$ cat src/rtl/plru_pkg.sv
package plru_pkg;

  // Strobes from control to the tree storage.
  typedef struct packed {
    logic clr;  // zero every set
    logic wr;   // masked write into one set
  } plruStrobe_t;

endpackage

$ cat src/rtl/plru_ctrl.sv
module plru_ctrl
  import plru_pkg::*;
#(
  parameter int NUM_WAYS = 4,
  parameter int SET_W    = 4,
  parameter int WAY_W    = 2,
  parameter int TREE_W   = 3,
  parameter int LEVELS   = 2
) (
  input  logic              clk,
  input  logic              rstN,
  input  logic              clearAll,
  input  logic              updValid,
  input  logic [SET_W-1:0]  updSet,
  input  logic [WAY_W-1:0]  updWay,
  output plruStrobe_t       strobe,
  output logic [SET_W-1:0]  wrSet,
  output logic [TREE_W-1:0] wrMask,
  output logic [TREE_W-1:0] wrBits
);

  // Path nodes of the touched way. At depth d the node index is
  // (2^d - 1) + (way >> (LEVELS-d)). It points away from the way,
  // which gives the inverse of way bit LEVELS-1-d.
  always_comb begin
    int nodeIdx;
    wrMask = '0;
    wrBits = '0;
    for (int d = 0; d < LEVELS; d++) begin
      nodeIdx = ((1 << d) - 1) + int'(updWay >> (LEVELS - d));
      wrMask[nodeIdx] = 1'b1;
      wrBits[nodeIdx] = ~updWay[LEVELS-1-d];
    end
  end

  assign wrSet      = updSet;
  assign strobe.clr = clearAll;
  // Clear has priority over an update. A single-way tree never changes.
  assign strobe.wr  = updValid && !clearAll && (NUM_WAYS > 1);

  // each write touches exactly one node per tree level.
  assert_path_len_R2: assert property (@(posedge clk) disable iff (!rstN)
    strobe.wr |-> ($countones(wrMask) == LEVELS))
    else $error("path mask width wrong");

  // no value bit is set outside the written path.
  assert_bits_in_mask_R3: assert property (@(posedge clk) disable iff (!rstN)
    strobe.wr |-> ((wrBits & ~wrMask) == '0))
    else $error("value bit outside path");

endmodule

$ cat src/rtl/plru_dp.sv
module plru_dp
  import plru_pkg::*;
#(
  parameter int NUM_WAYS = 4,
  parameter int NUM_SETS = 16,
  parameter int SET_W    = 4,
  parameter int WAY_W    = 2,
  parameter int TREE_W   = 3,
  parameter int LEVELS   = 2
) (
  input  logic              clk,
  input  logic              rstN,
  input  plruStrobe_t       strobe,
  input  logic [SET_W-1:0]  wrSet,
  input  logic [TREE_W-1:0] wrMask,
  input  logic [TREE_W-1:0] wrBits,
  input  logic [SET_W-1:0]  querySet,
  output logic [WAY_W-1:0]  victimWay
);

  generate
    if (NUM_WAYS == 1) begin : g_single
      // nothing to remember, the only way is the victim.
      assign victimWay = '0;
    end else begin : g_tree
      logic [NUM_SETS-1:0][TREE_W-1:0] treeQ;

      always_ff @(posedge clk) begin
        if (!rstN || strobe.clr) begin
          treeQ <= '0;
        end else if (strobe.wr) begin
          treeQ[wrSet] <= (treeQ[wrSet] & ~wrMask) | (wrBits & wrMask);
        end
      end

      // Victim walk: the bit at depth d selects the child and also
      // forms way bit LEVELS-1-d.
      always_comb begin
        logic [TREE_W-1:0] row;
        int node;
        row       = treeQ[querySet];
        node      = 0;
        victimWay = '0;
        for (int d = 0; d < LEVELS; d++) begin
          victimWay[LEVELS-1-d] = row[node];
          node = 2 * node + 1 + int'(row[node]);
        end
      end

      // without a write or a clear, no tree bit moves.
      assert_idle_hold_R5: assert property (@(posedge clk) disable iff (!rstN)
        !(strobe.wr || strobe.clr) |=> $stable(treeQ))
        else $error("tree changed without a write");
    end
  endgenerate

endmodule

$ cat src/rtl/plru_top.sv
module plru_top
  import plru_pkg::*;
#(
  parameter int NUM_WAYS = 4,
  parameter int NUM_SETS = 16,
  localparam int SET_W   = (NUM_SETS > 1) ? $clog2(NUM_SETS) : 1,
  localparam int WAY_W   = (NUM_WAYS > 1) ? $clog2(NUM_WAYS) : 1
) (
  input  logic             clk,
  input  logic             rstN,
  input  logic             clearAll,
  input  logic             updValid,
  input  logic [SET_W-1:0] updSet,
  input  logic [WAY_W-1:0] updWay,
  input  logic [SET_W-1:0] querySet,
  output logic [WAY_W-1:0] victimWay
);

  localparam int LEVELS = (NUM_WAYS > 1) ? $clog2(NUM_WAYS) : 0;
  localparam int TREE_W = (NUM_WAYS > 1) ? NUM_WAYS - 1 : 1;

  plruStrobe_t       strobe;
  logic [SET_W-1:0]  wrSet;
  logic [TREE_W-1:0] wrMask;
  logic [TREE_W-1:0] wrBits;

  plru_ctrl #(
    .NUM_WAYS(NUM_WAYS), .SET_W(SET_W), .WAY_W(WAY_W),
    .TREE_W(TREE_W), .LEVELS(LEVELS)
  ) u_ctrl (
    .clk(clk), .rstN(rstN), .clearAll(clearAll), .updValid(updValid),
    .updSet(updSet), .updWay(updWay), .strobe(strobe), .wrSet(wrSet),
    .wrMask(wrMask), .wrBits(wrBits)
  );

  plru_dp #(
    .NUM_WAYS(NUM_WAYS), .NUM_SETS(NUM_SETS), .SET_W(SET_W), .WAY_W(WAY_W),
    .TREE_W(TREE_W), .LEVELS(LEVELS)
  ) u_dp (
    .clk(clk), .rstN(rstN), .strobe(strobe), .wrSet(wrSet), .wrMask(wrMask),
    .wrBits(wrBits), .querySet(querySet), .victimWay(victimWay)
  );

  // after a clear every set walks straight to way 0.
  assert_clear_zero_R7: assert property (@(posedge clk) disable iff (!rstN)
    clearAll |=> (victimWay == '0))
    else $error("victim not zero after clear");

  generate
    if (NUM_WAYS == 1) begin : g_chk_single

      assert_single_way_R8: assert property (@(posedge clk) disable iff (!rstN)
        victimWay == '0)
        else $error("single way victim not zero");
    end else begin : g_chk_multi
      // the just-used way is never the next victim of its set.
      assert_not_recent_R9: assert property (@(posedge clk) disable iff (!rstN)
        (updValid && !clearAll) |=>
          ((querySet != $past(updSet)) || (victimWay != $past(updWay))))
        else $error("recently used way chosen as victim");
    end
  endgenerate

endmodule

$ cat config.mk
export PLATFORM = sky130hd
export DESIGN_NAME = plru_top
export DESIGN_NICKNAME = d
export VERILOG_FILES = /design/src/rtl/plru_pkg.sv /design/src/rtl/plru_ctrl.sv /design/src/rtl/plru_dp.sv /design/src/rtl/plru_top.sv
export SDC_FILE = /design/constraint.sdc
export NUM_CORES = 1
export LEC_CHECK = 0
export ABC_AREA = 1
export BUFFER_PORTS_ARGS = -buffer_cell sky130_fd_sc_hd__buf_2
export CAP_MARGIN = 30
export CORE_MARGIN = 1.5
export CORE_UTILIZATION = 30
export DETAILED_ROUTE_END_ITERATION = 7
export MAX_ROUTING_LAYER = met4
export SYNTH_ARGS = -nofsm -noshare
export SYNTH_HDL_FRONTEND = slang
export SYNTH_SLANG_ARGS = --single-unit
export TNS_END_PERCENT = 10
$ cat constraint.sdc
create_clock -name clk -period 2.89 [get_ports clk]
set_clock_uncertainty 0.1 [all_clocks]
set_input_delay 0.578 -clock clk [delete_from_list [all_inputs] [get_ports clk]]
set_output_delay 0.578 -clock clk [all_outputs]
set_load 0.01 [all_outputs]
Yosys cells after proc, flatten, opt, wreduce, memory -nomap -nowiden
Cells that the tools add are included.
{"block": "classes", "add_sub_neg": 2, "n_lt_le_gt_ge": 6, "mux": 13, "bitwise_logic": 6, "n_reduce_logical": 6}
{"operator": "$bwmux W48", "n": 1}
{"operator": "$lt A32 B4 Y1 const B", "n": 1}
{"operator": "$bmux W3 S4", "n": 2}
{"operator": "$demux W3 S4", "n": 1}
{"operator": "$lt A4 B5 Y1 const B", "n": 2}
{"operator": "$mux W3", "n": 3}
{"operator": "$and A3 B3 Y3", "n": 2}
{"operator": "$add A1 B1 Y2 const A", "n": 2}
{"operator": "$ge A4 B1 Y1 const B", "n": 1}
{"operator": "$bwmux W3", "n": 1}
{"operator": "$logic_and A1 B1 Y1", "n": 3}
{"operator": "$lt A2 B3 Y1 const B", "n": 1}
{"operator": "$mux W1", "n": 3}
{"operator": "$not A3 Y3", "n": 1}
{"operator": "$or A3 B3 Y3", "n": 1}
{"operator": "$bmux W1 S2", "n": 1}
{"operator": "$demux W1 S2", "n": 1}
{"operator": "$ge A2 B1 Y1 const B", "n": 1}
{"operator": "$logic_not A1 Y1", "n": 2}
{"operator": "$not A1 Y1", "n": 2}
{"operator": "$logic_or A1 B1 Y1", "n": 1}
{"block": "word_totals", "reg_bits": 48, "inputBits": 14, "out_inout_bits": 2, "elab_cells": 49}

Depth between registers and ports, before layout
Gate-level depths: netlist of the first run.
{"block": "depth", "ltp_word": 9, "ltp_mapped": 11, "ltp_nobuf": 9}

Cells and area by module
Synthesis of the first run repeated with hierarchy kept, for this count alone.
{"block": "hier_totals", "cells_unflattened": 437, "area_unflattened_um2": 2824.0}
{"mod": "plru_dp", "n_inst": 1, "cells_per_inst": 423, "area_each_um2": 2738.9, "seq_area_each_um2": 960.9}
{"mod": "plru_ctrl", "n_inst": 1, "cells_per_inst": 14, "area_each_um2": 85.1, "seq_area_each_um2": 0.0}

Least setup slack after synthesis of the first run
No wires, ideal clock.
{"block": "synth_path", "path_type": "in2out", "startpoint": "input port querySet[0]", "endpoint": "output port victimWay[0]", "arrival_time_ps": 1589, "required_time_ps": 2212, "slack_ps": 623, "stages": 9, "cell_sequence": "buf_2 > inv_1 > clkbuf_1 > nor2_1 > o211ai_1 > nand3_1 > nand2_1 > nand2_1 > nand2_1"}
{"block": "synth_between", "elab_chain_cells": 6}
{"element": "start, declared", "line_no": "plru_top.sv:15", "source": "input logic [SET_W-1:0] querySet,"}
{"element": "$bmux W3 S4 *", "line_no": "plru_dp.sv:41", "source": "row = treeQ[querySet];"}
{"element": "$mux W3 (implied by the code) *", "line_no": "plru_dp.sv:41"}
{"element": "$add A1 B1 Y2", "line_no": "plru_dp.sv:46", "source": "node = 2 * node + 1 + int'(row[node]);"}
{"element": "$bmux W1 S2 *", "line_no": "plru_dp.sv:45", "source": "victimWay[LEVELS-1-d] = row[node];"}
{"element": "$mux W1 (implied by the code) * (2 in a row)", "line_no": "plru_dp.sv:45"}
{"element": "end, declared", "line_no": "plru_top.sv:16", "source": "output logic [WAY_W-1:0] victimWay"}
Mark *: on every way between the ends. The rest lies on a longest branch, timed or not. The select of a mux whose other input is x is not followed.

Worst setup path after layout of the first run
Same ends and word-level chain as after synthesis.

==> results of run 1 <==
per-layer routing:
layer	routed length, um	track usage, %	up-vias	part of all wire, %
met5	0	-	-	0
met4	158	4.73	0	2.3
met3	360	3.22	13	5.1
met2	3140	25.1	62	45
met1	3360	23.0	1172	48
li1	-	-	1289	-
cell usage in the layout (no fill, tap or decap):
master | synthesis | final
o21ai_0 | 69 | 69
a21oi_1 | 57 | 57
nor2_1 | 37 | 37
o211ai_1 | 10 | 10
nand3_2 | 2 | 2
clkbuf_1 | 11 | 1
clkinv_2 | 0 | 1
buf_2 | 4 | 15
dfxtp_1 | 48 | 48
o21bai_4 | 2 | 2
buf_4 | 2 | 4
clkinv_1 | 2 | 2
inv_2 | 1 | 1
clkbuf_8 | 0 | 5
inv_1 | 32 | 32
bufinv_16 | 0 | 1
nand3_1 | 16 | 16
nand2_1 | 87 | 87
o21ai_1 | 3 | 3
cell families (layout without fill, tap and decap cells):
group                  after synthesis  after routing
buffers and inverters               54             62
AOI/OAI and AO/OA                  141            141
DFF                                 48             48
and+or+nand+nor                    142            142
worst min path at each step:
stage | startpoint | to | slack [ns] | cells past startpoint
floorplan | u_dp.g_tree.treeQ[0]$_SDFFE_PP0P_ | u_dp.g_tree.treeQ[0]$_SDFFE_PP0P_ | 0.40 | 2
global placement | u_dp.g_tree.treeQ[0]$_SDFFE_PP0P_ | u_dp.g_tree.treeQ[0]$_SDFFE_PP0P_ | 0.42 | 2
detailed placement | u_dp.g_tree.treeQ[9]$_SDFFE_PP0P_ | u_dp.g_tree.treeQ[9]$_SDFFE_PP0P_ | 0.43 | 2
CTS | u_dp.g_tree.treeQ[35]$_SDFFE_PP0P_ | u_dp.g_tree.treeQ[35]$_SDFFE_PP0P_ | 0.45 | 2
global route | u_dp.g_tree.treeQ[35]$_SDFFE_PP0P_ | u_dp.g_tree.treeQ[35]$_SDFFE_PP0P_ | 0.46 | 2
finish | u_dp.g_tree.treeQ[36]$_SDFFE_PP0P_ | u_dp.g_tree.treeQ[36]$_SDFFE_PP0P_ | 0.45 | 2
power by group through the flow:
stage	clock [uW]	combinational, uW	sequential (uW)
floorplan	0	97.2	681
global placement	0	139	682
detailed placement	0	139	682
CTS	495	139	666
global route	517	156	667
finish	480	141	666
cell type report:
class / count / area [um^2]
fill: 922 / 5420
multi-input combinational: 283 / 1320
sequential: 48 / 961
inverter: 35 / 131
tap: 105 / 131
timing repair buffer: 19 / 105
clock buffer: 6 / 72.6
clock inverter: 2 / 35.0
through the flow:
step / total power [uW] / instance area (um^2) / std cells / hold slack (ns) / setup slack (ns)
6_report: 1290 / 2760 / 498 / 0.448 / 0.389
5_1_grt: 1340 / 2760 / 498 / 0.464 / 0.264
4_1_cts: 1300 / 2760 / 498 / 0.447 / 0.413
3_5_place_dp: 821 / 2650 / 490 / 0.434 / 0.421
3_3_place_gp: 821 / 2650 / 490 / 0.421 / 0.413
2_1_floorplan: 778 / 2510 / 385 / 0.400 / 0.623
worst register-to-register path, stage by stage, from the launching register on:
cell and delay [ns]:
dfxtp_1 0.33, nand2_1 0.05, o21ai_0 0.09, nand2_1 0.09
nand2_1 0.07, nand2_1 0.08, nand3_2 0.10, o21bai_4 0.43
a21oi_1 0.14
==> impl_metrics.env, run 1 <==
export IMPL_gp_congestion=0.898
export IMPL_fin_crit_ns=2.50
export IMPL_yosys_top_cells_area="dfxtp_1, o21ai_0, nand2_1, a21oi_1, nor2_1"
export IMPL_timing_setup_tns_ns=0
export IMPL_drt_iter0_drc=149
export IMPL_crit_required_ns=2.21
export IMPL_ys_types=17
export IMPL_reg2reg_slack_ns=1.28
export IMPL_utilization_pct=33.8
export IMPL_cts_tree="yes"
export IMPL_hold_class="flip-flop to flip-flop"
export IMPL_diodes=0
export IMPL_wire_per_inst_um=14.1
export IMPL_antenna_found_initial=0
export IMPL_rows=33
export IMPL_top_regs="u_dp.g_tree.treeQ x48"
export IMPL_h_tree_depth=2
export IMPL_cts_repair_resized=0
export IMPL_nets=406
export IMPL_ant_nets=0
export IMPL_synth_enable_flop_cells=0
export IMPL_crit_path_end="victimWay[0]"
export IMPL_syn2layout_area_growth_pct=9.75
export IMPL_yosysSeqAreaShare_pct=38.2
export IMPL_grt_max_degree=49
export IMPL_startpoint_type="input port"
export IMPL_synth_top_area_cell="dfxtp_1"
export IMPL_synth_area_mux_share_pct=0
export IMPL_worstPathCellList="buf_2, buf_4, o21ai_0, a21oi_1, o21ai_0, nand3_1, nand2_1, nand2_1, nand2_1, buf_2"
export IMPL_ys_warn_count=0
export IMPL_port_buffers=15
export IMPL_power_frac_comb_pct=10.9
export IMPL_post_cts_buffers=0
export IMPL_grt_pass1_wl_mm=11.3
export IMPL_synthCells=385
export IMPL_io_pins=16
export IMPL_setup_viol=0
export IMPL_seqPwrFrac_pct=51.8
export IMPL_clock_sinks=48
export IMPL_cp_slowest_cell="o21ai_0"
export IMPL_cp_top_family="buffers and inverters"
export IMPL_p_sw_uw=325
export IMPL_p_sw_share_pct=25.2
export IMPL_synth_main_ff_cell="dfxtp_1"
export IMPL_path_depth=10
export IMPL_synth_adder_area_share_pct=0
export IMPL_hold_viol=0
export IMPL_fmax_mhz=400
export IMPL_cp_slowest_stage_delay_ns=0.25
export IMPL_rsz0062_at_grt="false"
export IMPL_r2r_start="u_dp.g_tree.treeQ[5]$_SDFFE_PP0P_"
export IMPL_critPathKind="input port to output port"
export IMPL_clock_path_buffers=2
export IMPL_crit_top_cell="nand2_1"
export IMPL_largest_register_ffs=48
export IMPL_synth_top_family_by_area="compound AO/OA/AOI/OAI gates"
export IMPL_die_area_mm2=0.00894
export IMPL_postCtsHoldBufs=0
export IMPL_p_int_uw=961
export IMPL_synthTopCellsByCount="nand2_1, o21ai_0, a21oi_1, dfxtp_1, nor2_1"
export IMPL_via_per_inst=5.09
export IMPL_cts_root_buf="clkbuf_8"
export IMPL_dr_pass1_iters=5
export IMPL_fin_crit_sh_pct=86.5
export IMPL_path_max_fanout=25
export IMPL_worstSetupEndpointType="output port"
export IMPL_r2r_cells=8
export IMPL_cp_arrival_ns=1.82
export IMPL_powerDensity_mw_per_mm2=466
export IMPL_die_h_um=94.6
export IMPL_clock_latency_ns=0.30
export IMPL_regMostFlops="u_dp.g_tree.treeQ"
export IMPL_ys_seq_elements=48
export IMPL_p_clk_share_pct=37.3
export IMPL_reg2reg_to="u_dp.g_tree.treeQ[26]$_SDFFE_PP0P_"
export IMPL_syn_area_per_cell_um2=6.53
export IMPL_synth_xor_area_share_pct=0
export IMPL_start_util_pct=30.8
export IMPL_drc=0
export IMPL_gr_usage_all_layers_pct=16.8
export IMPL_synth_most_common_cell="nand2_1"
export IMPL_async_flop_share_pct=0
export IMPL_drv_cap=0
export IMPL_grt_overflow=0
export IMPL_totalWireLength_mm=7.02
export IMPL_slew_headroom_pct=66.5
export IMPL_netlist_area_mm2=0.00251
export IMPL_drive_gt1_share_pct=7.89
export IMPL_crit_buf_inv=3
export IMPL_max_vdd_ir_drop_mv=0.182
export IMPL_drv_slew=0
export IMPL_grt_pass1_vias=2187
export IMPL_tightestPinTransition_ns=0.501
export IMPL_numCtsBuffers=5
export IMPL_core_area_mm2=0.00818
export IMPL_path_clk_slew_ns=0.08
export IMPL_yosys_area_share_simple_pct=22.5
export IMPL_p_leak_uw=0.00116
export IMPL_synthesis_nets=399
export IMPL_vias=2536
export IMPL_dp_hpwl_mm=4.85
export IMPL_run_status="complete, no violations"
export IMPL_synth_compound_area_share_pct=30.1
export IMPL_startpoint="querySet[0]"
export IMPL_synth_top_area_share_pct=38.2
export IMPL_chipWidth_um=94.6
Power figures use the tool's default switching activity.
==> run 2: changes to the inputs <==
- ABC_AREA: 1 -> 0
- CORE_MARGIN: 1.5 -> 2
==> run 2 against run 1 <==
Wire length up 2.0%. Synthesized area up 2.6%. Worst hold slack worse by 0.090 ns. Non-clock buffer count up 11. The run now ends with negative setup slack left. Critical path depth down 4. Global-route usage down 0.51 points. Synthesized cell count down 32%. Die area up 4.7%. Register-to-register slack worse by 0.37 ns. Sequential share of layout area down 2.7 points. Sequential cell count unchanged. Cell count down 22%.
==> impl_metrics.env, run 2 <==
export IMPL_setup_viol=1
export IMPL_drv_slew=0
export IMPL_drv_cap=0
export IMPL_core_area_mm2=0.00830
export IMPL_async_flop_share_pct=0
export IMPL_worstSetupEndpointType="output port"
export IMPL_fmax_mhz=334
export IMPL_slew_headroom_pct=55.4
export IMPL_synthCells=263
export IMPL_synth_main_ff_cell="dfxtp_1"
export IMPL_top_regs="u_dp.g_tree.treeQ x48"
export IMPL_drc=0
export IMPL_crit_required_ns=2.21
export IMPL_regMostFlops="u_dp.g_tree.treeQ"
export IMPL_grt_pass1_vias=2074
export IMPL_netlist_area_mm2=0.00258
export IMPL_worstPathCellList="buf_12, mux4_2, mux2i_4, mux2_4, mux4_2, buf_6"
export IMPL_via_per_inst=5.59
export IMPL_path_clk_slew_ns=0.09
export IMPL_ys_warn_count=0
export IMPL_vias=2167
export IMPL_min_delay_start="u_dp.g_tree.treeQ[24]$_SDFFE_PP0P_"
export IMPL_diodes=0
export IMPL_grt_overflow=0
export IMPL_reg2reg_to="u_dp.g_tree.treeQ[29]$_SDFFE_PP0P_"
export IMPL_numCtsBuffers=5
export IMPL_antenna_found_initial=0
export IMPL_tightestPinTransition_ns=0.667
export IMPL_r2r_cells=5
export IMPL_ys_types=34
export IMPL_cts_tree="yes"
export IMPL_fin_area_mm2=0.00300
export IMPL_syn_area_per_cell_um2=9.81
export IMPL_syn2layout_area_growth_pct=16.0
export IMPL_final_common_cell="dfxtp_1"
export IMPL_h_tree_depth=2
export IMPL_critPathKind="input port to output port"
export IMPL_io_pins=16
export IMPL_ant_nets=0
export IMPL_wire_per_inst_um=18.4
export IMPL_dr_pass1_iters=4
export IMPL_dp_slack_ns=-0.209
export IMPL_layout_common_cells="dfxtp_1, nand3_1, nand2_1, o31ai_1"
export IMPL_synth_top_area_share_pct=37.2
export IMPL_gr_usage_all_layers_pct=16.3
export IMPL_path_max_fanout=4
export IMPL_synthTopCellsByCount="dfxtp_1, nand3_1, nand2_1, o31ai_1"
export IMPL_final_cells=388
export IMPL_crit_buf_inv=2
export IMPL_crit_top_cell="mux4_2"
export IMPL_yosysSeqAreaShare_pct=37.2
export IMPL_start_util_pct=31.1
export IMPL_gp_congestion=0.858
export IMPL_die_h_um=96.8
export IMPL_port_buffers=15
export IMPL_powerDensity_mw_per_mm2=410
export IMPL_nets=296
export IMPL_p_leak_uw=0.000987
export IMPL_cp_arrival_ns=2.31
export IMPL_post_dp_cell_area_mm2=0.00285
export IMPL_drive_gt1_share_pct=26.5
export IMPL_chipWidth_um=96.8
export IMPL_fillers=815
export IMPL_run_status="finished, violations left"
export IMPL_hold_path_end="u_dp.g_tree.treeQ[24]$_SDFFE_PP0P_"
export IMPL_yosys_top_cells_area="dfxtp_1, mux4_2, o31ai_1, nand3_1, nand2_1"
export IMPL_startpoint_type="input port"
export IMPL_synth_enable_flop_cells=0
export IMPL_die_area_mm2=0.00936
export IMPL_dp_hpwl_mm=5.39
export IMPL_synth_most_common_cell="dfxtp_1"
export IMPL_cts_root_buf="clkbuf_8"
export IMPL_failed_checks="negative setup slack"
export IMPL_finalHoldWorstSlack_ns=0.359
export IMPL_clock_path_buffers=2
export IMPL_timing_setup_tns_ns=-0.103
export IMPL_cp_slowest_cell="mux4_2"
export IMPL_cp_top_family="multiplexers"
export IMPL_grt_max_degree=34
export IMPL_grt_pass1_wl_mm=11.7
export IMPL_max_vdd_ir_drop_mv=0.170
export IMPL_hold_class="flip-flop to flip-flop"
export IMPL_cp_slowest_stage_delay_ns=0.51
export IMPL_ys_seq_elements=48
export IMPL_clock_sinks=48
export IMPL_reg2reg_slack_ns=0.91
export IMPL_hold_viol=0
export IMPL_fin_ws_ns=-0.103
export IMPL_rows=33
export IMPL_r2r_start="u_dp.g_tree.treeQ[29]$_SDFFE_PP0P_"
export IMPL_clock_latency_ns=0.31
export IMPL_fin_crit_ns=2.99
export IMPL_fin_crit_sh_pct=104
export IMPL_synth_top_area_cell="dfxtp_1"
export IMPL_rsz0062_at_grt="true"
export IMPL_synthesis_nets=277
export IMPL_largest_register_ffs=48
export IMPL_hold_depth=2
export IMPL_drt_iter0_drc=195
export IMPL_placed_cells=377
export IMPL_totalWireLength_mm=7.15
==> run 2: changes by cell type after synthesis, moves of 4 or more <==
cell | previous run | this run
o21ai_0 | 69 | 1
o31ai_1 | 0 | 32
nor2_1 | 37 | 1
mux4_2 | 0 | 17
a21oi_1 | 57 | 17
nand3_1 | 16 | 37
nand2_1 | 87 | 32
nor2b_1 | 0 | 4
mux2i_1 | 0 | 9
o211ai_1 | 10 | 0
or2_2 | 0 | 5
or3_1 | 0 | 12
mux2_2 | 0 | 6
inv_1 | 32 | 3
==> run 2: where the power goes <==
group	switching (uW)	internal (uW)	leakage, uW	total, uW
combinational	88.0	52.1	0.000549	140
sequential	1.34	662	0.000387	664
clock	234	191	0.0000510	426
==> run 2: worst max path at each step <==
stage                startpoint  cells past startpoint           end
CTS                 querySet[1]                      6  victimWay[0]
floorplan           querySet[1]                      5  victimWay[0]
finish              querySet[1]                      6  victimWay[0]
global route        querySet[1]                      6  victimWay[0]
global placement    querySet[1]                      6  victimWay[0]
detailed placement  querySet[1]                      6  victimWay[0]
==> run 2: timing repair <==
action	in CTS	in global routing
setup buffers	1	2
gates resized for setup	5	1
hold buffers	0	0
setup endpoints to repair	1	1
==> run 2: worst register-to-register path: stages (launching register included) <==
cell,delay [ns]
dfxtp_1,0.33
mux4_2,0.49
or2_2,0.33
a21oi_1,0.31
buf_4,0.22
o31ai_1,0.08
==> run 2: kinds of logic after synthesis <==
kind of cell    Yosys count  synth area share (%)
simple gates            103                  21.3
compound gates           59                  17.0
flops                    48                  37.2
mux                      32                  20.9
buf+inv                  21                  3.54
==> run 2: stage by stage <==
| stage | util [%] | power [uW] |
|---|---|---|
| final | 36.1 | 1230 |
| after CTS | 35.9 | 1240 |
| after detailed placement | 34.4 | 814 |
| after global placement | 34.4 | 812 |
| after global routing | 36.1 | 1280 |
| after floorplan | - | 770 |
==> run 2: layout make-up <==
type / instances / area (um^2) / share of cell area [%]
multi-input combinational: 194 / 1570 / 52.5
inverter: 3 / 11.3 / 0.376
tap: 105 / 131 / 4.39
sequential: 48 / 961 / 32.1
clock buffer: 6 / 82.6 / 2.76
timing repair buffer: 30 / 228 / 7.60
clock inverter: 2 / 10.0 / 0.334
==> run 2: per-layer routing <==
metal  share of wire, %  global-route usage (%)  vias to the layer above
met4                2.8                    6.07                        0
met2                 46                    24.9                       72
met1                 45                    21.8                     1027
met3                5.6                    2.53                       12
met5                  0                       -                        -
li1                   -                       -                     1056
